<file path="src/rtl/wdog_pkg.sv">
package wdog_pkg;
  // Strobes from control to datapath, valid for one cycle
  typedef struct packed {
    logic preClrHi;  // clear upper prescaler stages
    logic cntClr;    // clear timeout counter
    logic cntInc;    // advance timeout counter
    logic ovfFire;   // timeout counter passes terminal value
  } wdogStrobes_t;
endpackage

</file>
<file path="src/rtl/wdog_ctrl.sv">
module wdog_ctrl
  import wdog_pkg::*;
#(
  parameter int ADDR_W = 16,
  parameter logic [ADDR_W-1:0] SVC_ADDR = {ADDR_W{1'b1}}
) (
  input  logic              clk,
  input  logic              porRstN,
  input  logic              busWrStb,
  input  logic [ADDR_W-1:0] busAddr,
  input  logic              monMode,
  input  logic              hvOnRst,
  input  logic              hvOnIrq,
  input  logic              brkState,
  input  logic              preTop,
  input  logic              cntAtMax,
  output wdogStrobes_t      strobes
);
  logic topPrev;
  logic tap;
  logic svcHit;
  logic wdogOff;

  always_ff @(posedge clk or negedge porRstN) begin
    if (!porRstN) topPrev <= 1'b0;
    else          topPrev <= preTop;
  end

  assign tap    = preTop & ~topPrev;
  assign svcHit = busWrStb && (busAddr == SVC_ADDR);

  // Pin-driven disable; intentionally no stored term
  assign wdogOff = (monMode & (hvOnRst | hvOnIrq)) | (brkState & hvOnRst);

  always_comb begin
    strobes          = '0;
    strobes.preClrHi = svcHit;
    strobes.cntClr   = svcHit;
    strobes.cntInc   = tap & ~wdogOff & ~svcHit;
    strobes.ovfFire  = tap & ~wdogOff & ~svcHit & cntAtMax;
  end
endmodule

</file>
<file path="src/rtl/wdog_datapath.sv">
module wdog_datapath
  import wdog_pkg::*;
#(
  parameter int PRE_STAGES  = 12,
  parameter int KEEP_STAGES = 4,
  parameter int WDOG_W      = 8
) (
  input  logic         clk,
  input  logic         porRstN,
  input  wdogStrobes_t strobes,
  output logic         preTop,
  output logic         cntAtMax,
  output logic         wdogRstReq,
  output logic         wdogFlagSet
);
  localparam int CLR_STAGES = PRE_STAGES - KEEP_STAGES;

  logic [PRE_STAGES-1:0] preCnt;
  logic [PRE_STAGES-1:0] preBase;
  logic [WDOG_W-1:0]     wdogCnt;
  logic                  reqQ;
  logic                  flagQ;

  // Base value the prescaler counts up from this cycle
  generate
    if (KEEP_STAGES == 0) begin : g_clrAll
      assign preBase = strobes.preClrHi ? '0 : preCnt;
    end else begin : g_clrUpper
      assign preBase = strobes.preClrHi
                     ? {{CLR_STAGES{1'b0}}, preCnt[KEEP_STAGES-1:0]}
                     : preCnt;
    end
  endgenerate

  always_ff @(posedge clk or negedge porRstN) begin
    if (!porRstN) preCnt <= '0;
    else          preCnt <= preBase + 1'b1;
  end

  always_ff @(posedge clk or negedge porRstN) begin
    if (!porRstN)            wdogCnt <= '0;
    else if (strobes.cntClr) wdogCnt <= '0;
    else if (strobes.cntInc) wdogCnt <= wdogCnt + 1'b1;
  end

  always_ff @(posedge clk or negedge porRstN) begin
    if (!porRstN) begin
      reqQ  <= 1'b0;
      flagQ <= 1'b0;
    end else begin
      reqQ  <= strobes.ovfFire;
      flagQ <= strobes.ovfFire;
    end
  end

  assign preTop      = preCnt[PRE_STAGES-1];
  assign cntAtMax    = &wdogCnt;
  assign wdogRstReq  = reqQ;
  assign wdogFlagSet = flagQ;
endmodule

</file>
<file path="src/rtl/wdog_timer.sv">
module wdog_timer
  import wdog_pkg::*;
#(
  parameter int PRE_STAGES  = 12,
  parameter int KEEP_STAGES = 4,
  parameter int WDOG_W      = 8,
  parameter int ADDR_W      = 16,
  parameter logic [ADDR_W-1:0] SVC_ADDR = {ADDR_W{1'b1}}
) (
  input  logic              clk,
  input  logic              porRstN,
  input  logic              busWrStb,
  input  logic [ADDR_W-1:0] busAddr,
  input  logic              monMode,
  input  logic              hvOnRst,
  input  logic              hvOnIrq,
  input  logic              brkState,
  output logic              wdogRstReq,
  output logic              wdogFlagSet
);
  wdogStrobes_t strobes;
  logic         preTop;
  logic         cntAtMax;

  wdog_ctrl #(.ADDR_W(ADDR_W), .SVC_ADDR(SVC_ADDR)) u_ctrl (
    .clk      (clk),
    .porRstN  (porRstN),
    .busWrStb (busWrStb),
    .busAddr  (busAddr),
    .monMode  (monMode),
    .hvOnRst  (hvOnRst),
    .hvOnIrq  (hvOnIrq),
    .brkState (brkState),
    .preTop   (preTop),
    .cntAtMax (cntAtMax),
    .strobes  (strobes)
  );

  wdog_datapath #(
    .PRE_STAGES (PRE_STAGES),
    .KEEP_STAGES(KEEP_STAGES),
    .WDOG_W     (WDOG_W)
  ) u_dp (
    .clk        (clk),
    .porRstN    (porRstN),
    .strobes    (strobes),
    .preTop     (preTop),
    .cntAtMax   (cntAtMax),
    .wdogRstReq (wdogRstReq),
    .wdogFlagSet(wdogFlagSet)
  );
endmodule

</file>
<file path="config.mk">
export PLATFORM = sky130hd
export DESIGN_NAME = wdog_timer
export DESIGN_NICKNAME = d
export VERILOG_FILES = /design/src/rtl/wdog_pkg.sv /design/src/rtl/wdog_ctrl.sv /design/src/rtl/wdog_datapath.sv /design/src/rtl/wdog_timer.sv
export SDC_FILE = /design/constraint.sdc
export NUM_CORES = 1
export LEC_CHECK = 0
export BUFFER_PORTS_ARGS = -buffer_cell sky130_fd_sc_hd__buf_4
export CELL_PAD_IN_SITES_DETAIL_PLACEMENT = 1
export CELL_PAD_IN_SITES_GLOBAL_PLACEMENT = 2
export CORE_MARGIN = 2
export CORE_UTILIZATION = 29
export CTS_CLUSTER_DIAMETER = 200
export DETAILED_ROUTE_END_ITERATION = 8
export GPL_TIMING_DRIVEN = 0
export PLACE_DENSITY = 0.84
export RECOVER_POWER = 100
export SYNTH_ARGS = -nofsm -noshare
export SYNTH_HDL_FRONTEND = slang
export SYNTH_SLANG_ARGS = --single-unit
</file>
<file path="constraint.sdc">
create_clock -name clk -period 1.3 [get_ports clk]
set_input_delay 0.13 -clock clk [delete_from_list [all_inputs] [get_ports clk]]
set_output_delay 0.13 -clock clk [all_outputs]
set_load 0.01 [all_outputs]
</file>
==> flow_summary.toml, run 1 <==
[status]
status = "finished with violations"
violations = "negative setup slack"

[cells_and_area]
stdcell_area_sq_mm = 0.00157
fin_nets = 170
diodes = 0
fill_cells = 407
final_common_cell = "buf_4"
post-route-util = 0.430
layout-drive-gt1-share = 0.403
fin_cells = 192
final_cell_mix = "buf_4 (32), dfrtp_1 (20), nor2_1 (17), xor2_1 (11), nand2_1 (6)"
area_growth_pct = 42.4

[die]
coreArea_sq_mm = 0.00366
io_pins = 25
die_h_um = 65.7
rows = 22
die_area_sq_mm = 0.00432
initial_utilization = 0.302
chipWidth_um = 65.7

[setup_path]
max_stage_delay_ps = 490
cp.arrival_ps = 1550
startpoint_type = "flop"
r2r_cells = 4
cp-end-kind = "flop"
crit_path_max_fanout = 2
r2r_end = "u_dp.wdogCnt[6]"
crit_chain = "ha_4, nand2_2, or4_4, a21oi_2"
worstPathRequired_ps = 1500
r2r_start = "u_dp.wdogCnt[0]"
crit_slowest_cell = "or4_4"
rrSetupSlack_ps = -50
path_class = "flop to flop"

[timing]
max_freq_ghz = 0.740
holdWs_ps = 234
min_period_ps = 1350
period_share = 1.04
setup_slack_ps = -51.3
fin_skew_ps = 4.04
hold_violations = 0
slew_violations = 0
max-slew-margin-rel = 0.629
setup_viol = 1
fin_tns_setup_ps = -51.3
tightest_slew_ps = 556
grt_setup_unrepaired = "yes"

[logic_synthesis]
synth_cells = 107
async_flop_share = 1.00
synth_area_leaders = "dfrtp_1 (50%), xor2_1 (8.7%), nor2_1 (5.8%)"
yosysTopAreaCell = "dfrtp_1"
syn_area_per_cell_sq_um = 10.3
ys_seq_area_frac = 0.498
synth_edf_count = 0
synth_top_flop_cell = "dfrtp_1"
synthesis.nets = 132
ys_warn_count = 0
synthesis.area_sq_mm = 0.00110
ys_ff_latch = 22
ys_types = 30
yosysTopAreaCellShare = 0.498

[pwr]
power_density_mw_per_mm2 = 816
leakage_nw = 0.741
vdd_drop_max_v = 0.000508
power.total_mw = 1.28

[hold_path]
hp-class = "input port to flop"
min_path_cells = 3
holdPathEnd = "u_dp.wdogFlagSet"
hold_start = "busAddr[2]"

[placed_design]
routabilityCongestion = 0.756
dp_hpwl_mm = 1.91
place_inst = 179
dpl_worst_slack_ps = -183
place_area_sq_mm = 0.00135
port_buffers = 24

[clock_tree]
cts.sinks = 22
h-tree-depth = 1
path_clk_slew_ps = 80
clock_path_buffers = 2
root_buffer = "clkbuf_8"
cts_tree = "built"
worst_skew_pair.late_latency_ps = 260
numCtsBuffers = 3

[global_routing]
grt_max_degree = 23
antenna_found_initial = 0
met2_usage = 0.251
met1_usage = 0.162
first_global_vias = 1012
grt_usage = 0.139
grt-ovfl-total = 0
grt_use_met3 = 0.0360
busiest_layer = "met2"
grt_pass1_wl_mm = 4.61

[routing]
ant_nets = 0
drtIter0Drc = 41
first_pass_iters = 4
wire_per_inst_um = 14.3
via_per_inst = 4.91
vias = 943
routed_wl_mm = 2.74
remaining_drc_errors = 0

[run]
cap_viol_max_count = 0
[kinds of logic (layout without fill, tap and decap cells)]
group | after synthesis | in the layout | share of synthesized area
AOI/OAI and AO/OA | 11 | 11 | 0.0849
xor gates and xnor gates | 16 | 16 | 0.127
adders and majority gates | 2 | 2 | 0.0226
buffers and inverters | 4 | 41 | 0.0181
DFF | 22 | 22 | 0.498
muxes | 1 | 1 | 0.00906
and+or+nand+nor | 51 | 51 | 0.240
[Yosys cell counts (2+ instances only)]
master / instances
and4b_1: 2
and3_1: 2
o211ai_1: 3
and2_1: 3
nor2_1: 17
nand3_1: 5
dfrtp_1: 22
nand4_1: 5
xor2_1: 11
nor3_1: 2
nand2_1: 8
ha_1: 2
o2111ai_1: 2
and4_1: 3
xnor2_1: 5
[area by class of cell]
cell class	instances	area, sq um	share of cell area
Sequential cell	22	553	0.352
Timing Repair Buffer	34	259	0.165
Buffer	2	12.5	0.00796
Multi-Input combinational cell	81	629	0.400
Clock buffer	4	55.1	0.0350
Inverter	1	3.75	0.00239
Tap cell	48	60.1	0.0382
[worst max-delay path by stage]
stage                    start  slack [ps]  cells past startpoint               to
2_1_floorplan  u_dp.wdogCnt[0]           3                      4  u_dp.wdogCnt[6]
3_3_place_gp        busAddr[1]        -160                      7   u_dp.preCnt[5]
3_5_place_dp        busAddr[1]        -180                      7   u_dp.preCnt[5]
4_1_cts        u_dp.wdogCnt[0]         -50                      4  u_dp.wdogCnt[6]
5_1_grt         u_ctrl.topPrev        -110                      4  u_dp.wdogCnt[6]
6_report       u_dp.wdogCnt[0]         -50                      4  u_dp.wdogCnt[6]
[report_power, final]
part | total [mW] | internal (mW) | switching (mW)
Sequential | 0.693 | 0.688 | 0.00572
Clock | 0.485 | 0.270 | 0.215
Combinational | 0.105 | 0.0608 | 0.0439
Total | 1.28 | 1.02 | 0.265
[routing by layer]
metal  wire length (um)  vias to the layer above
met4                 23                        0
met1               1080                      476
met3                 79                        5
li1                   -                      451
met5                  0                        -
met2               1560                       11
[worst max-delay path, delay by kind of cell, from the launching register on]
family                     cells  cell delay [ps]
and+or+nand+nor                2              550
DFF                            1              430
adders and majority gates      1              160
AOI/OAI and AO/OA              1              140
[what timing repair did]
| item | 4_1_cts | 5_1_grt |
|---|---|---|
| buffers inserted | 2 | 7 |
| hold buffers | 1 | 0 |
| setup endpoints to repair | 3 | 12 |
| gates resized for setup | 4 | 18 |
| pin swaps | 0 | 5 |
| hold endpoints to repair | 22 | 0 |
[state kept, by name (all words and copies together), names as in the netlist]
signal	flops
u_ctrl.topPrev	1
u_dp.preCnt	12
u_dp.wdogCnt	8
u_dp.wdogFlagSet	1
No activity file was read; power rests on OpenSTA's default activity.
==> run 2, diff against run 1 <==
--- a/config.mk
+++ b/config.mk
@@ -5,15 +5,17 @@
 export SDC_FILE = /design/constraint.sdc
 export NUM_CORES = 1
 export LEC_CHECK = 0
+export ABC_AREA = 1
 export BUFFER_PORTS_ARGS = -buffer_cell sky130_fd_sc_hd__buf_4
 export CELL_PAD_IN_SITES_DETAIL_PLACEMENT = 1
 export CELL_PAD_IN_SITES_GLOBAL_PLACEMENT = 2
 export CORE_MARGIN = 2
-export CORE_UTILIZATION = 29
+export CORE_UTILIZATION = 28
+export CTS_BUF_LIST = sky130_fd_sc_hd__clkbuf_4 sky130_fd_sc_hd__clkbuf_8 sky130_fd_sc_hd__clkbuf_16
 export CTS_CLUSTER_DIAMETER = 200
 export DETAILED_ROUTE_END_ITERATION = 8
 export GPL_TIMING_DRIVEN = 0
-export PLACE_DENSITY = 0.84
+export PLACE_DENSITY = 0.85
 export RECOVER_POWER = 100
 export SYNTH_ARGS = -nofsm -noshare
 export SYNTH_HDL_FRONTEND = slang
==> constraint.sdc (replaced) <==
create_clock -name clk -period 1.3 [get_ports clk]
set_input_delay 0.26 -clock clk [delete_from_list [all_inputs] [get_ports clk]]
set_output_delay 0.26 -clock clk [all_outputs]
set_load 0.01 [all_outputs]
==> flow_summary.toml, run 2 <==
[status]
status = "finished with violations"
violations = "negative setup slack"

[routing]
drtIter0Drc = 27
ant_nets = 0
routed_wl_mm = 2.85
vias = 1038
first_pass_iters = 2
remaining_drc_errors = 0
via_per_inst = 4.65
wire_per_inst_um = 12.8

[logic_synthesis]
async_flop_share = 1.00
synthesis.area_sq_mm = 0.00115
synth_area_leaders = "dfrtp_1 (48%), nand2_1 (9.2%), nand3_1 (7.4%)"
syn_area_per_cell_sq_um = 8.51
ys_seq_area_frac = 0.479
ys_warn_count = 0
synth_top_flop_cell = "dfrtp_1"
synthMostInstantiatedCell = "nand2_1"
yosysTopAreaCell = "dfrtp_1"
synthesis.nets = 160
ys_ff_latch = 22
synth_cells = 135
synth_edf_count = 0
ys_top_cells_by_count = "nand2_1 (28), dfrtp_1 (22), nand3_1 (17)"
ys_types = 25
yosysTopAreaCellShare = 0.479

[pwr]
power_density_mw_per_mm2 = 817
leakage_nw = 0.778
vdd_drop_max_v = 0.000390
power.total_mw = 1.31

[timing]
setup_slack_ps = -64.7
min_period_ps = 1360
max_freq_ghz = 0.733
period_share = 1.05
grt_setup_unrepaired = "yes"
tightest_slew_ps = 555
setup_viol = 5
slew_violations = 0
max-slew-margin-rel = 0.630
hold_violations = 0
fin_skew_ps = 2.88

[global_routing]
grt_pass1_wl_mm = 4.82
first_global_vias = 1124
grt-ovfl-total = 0
grt_max_degree = 23
grt_usage = 0.137
antenna_found_initial = 0

[clock_tree]
numCtsBuffers = 3
h-tree-depth = 1
cts.sinks = 22
path_clk_slew_ps = 80
cts_tree = "built"
worst_skew_pair.late_latency_ps = 260
root_buffer = "clkbuf_8"
clock_path_buffers = 2

[cells_and_area]
diodes = 0
reg_top3 = "u_dp.preCnt (12), u_dp.wdogCnt (8)"
post-route-util = 0.404
layout-drive-gt1-share = 0.347
fin_nets = 199
top_register = "u_dp.preCnt"
final_cell_mix = "buf_4 (28), nand2_1 (27), dfrtp_1 (22), inv_1 (16), nor2_1 (12)"
final_common_cell = "buf_4"
largest_reg_flops = 12
area_growth_pct = 39.7

[setup_path]
critPathLaunch = "u_ctrl.topPrev"
startpoint_type = "flop"
cp-end-kind = "flop"
path_class = "flop to flop"
cp.arrival_ps = 1520
crit_path_max_fanout = 6
r2r_start = "u_ctrl.topPrev"
worstPathRequired_ps = 1460

[die]
io_pins = 25
die_area_sq_mm = 0.00463
initial_utilization = 0.289
rows = 23
chipWidth_um = 68.1
die_h_um = 68.1
coreArea_sq_mm = 0.00397

[hold_path]
hp-class = "flop to flop"
hold_start = "u_dp.preCnt[11]"

[placed_design]
dpl_worst_slack_ps = -148
dp_hpwl_mm = 2.20
routabilityCongestion = 0.739
port_buffers = 24

[run]
cap_viol_max_count = 0
run 2: changes by cell type in the layout (fill, tap and decap cells not counted), sizes merged, moves of 3 or more:
cell / change
nand3: +12
a21oi: +3
xor2: -7
and2: -3
xnor2: -3
o21ai: +6
nand2: +22
buf: -4
clkbuf: +4
inv: +15
o211ai: -3
and4: -3
run 2: worst paths after layout:
check	endpoint	cells past startpoint	slack (ps)
worst max-delay path	u_dp.wdogCnt[7]	9	-60
worst min-delay path	u_ctrl.topPrev	0	420
worst max register to register	u_dp.wdogCnt[7]	9	-60
worst min register to register	u_ctrl.topPrev	0	420
max in group asynchronous	u_dp.preCnt[8]	2	420
min in group asynchronous	u_dp.wdogCnt[0]	2	510
run 2: layout make-up:
class / instances / area, sq um
multi-input combinational: 95 / 606
inverter: 16 / 60.1
tap: 50 / 62.6
fill: 477 / 2370
sequential: 22 / 551
clock buffer: 4 / 55.1
buffer: 2 / 18.8
timing repair buffer: 34 / 251
run 2: logic make-up after synthesis:
kind of cell,count (synthesis),share of synthesized area
compound gates,13,0.0686
flops,22,0.479
simple gates,74,0.316
buf+inv,18,0.0686
fa+ha+maj,2,0.0218
xor+xnor,6,0.0458
run 2: worst max-delay path, stage by stage, from the launching register on:
cell and delay, ps:
dfrtp_1 360, inv_1 50, nand2_1 50, a21oi_2 120, nand2_2 120, or2_4 290
nor2_8 100, nand3_2 60, nand2_1 60, nor2_1 40
run 2: report_power, final:
| part | total (mW) | leakage (nW) | internal [mW] | switching [mW] |
|---|---|---|---|---|
| Combinational | 0.111 | 0.472 | 0.0600 | 0.0510 |
| Clock | 0.493 | 0.0288 | 0.270 | 0.223 |
| Sequential | 0.705 | 0.277 | 0.696 | 0.00937 |
run 2: per-layer routing:
layer  GRT usage  wire length [um]  part of all wire
met1       0.142              1090              0.38
met4      0.0525                41             0.014
met3      0.0148                26            0.0091
met5           0                 0                 0
met2       0.277              1700              0.59
run 2: what timing repair did:
item                                    CTS  global route
hold buffers                              1             0
pin swaps                                 9             8
endpoints found under the hold margin    22             0
resized for setup                         9            16
cloned                                    0             0
buffers inserted                          6             3
endpoints found under the setup margin    8            13
run 2: metrics by stage:
stage               hold WS (ps)  setup TNS, ps  instances  instance area (sq um)
finish                       417           -209        223                   1600
floorplan                  -35.6              0        135                   1150
global placement             164           -252        209                   1390
detailed placement           172           -574        209                   1390
global route                 431          -1230        223                   1600
CTS                          425           -209        220                   1540
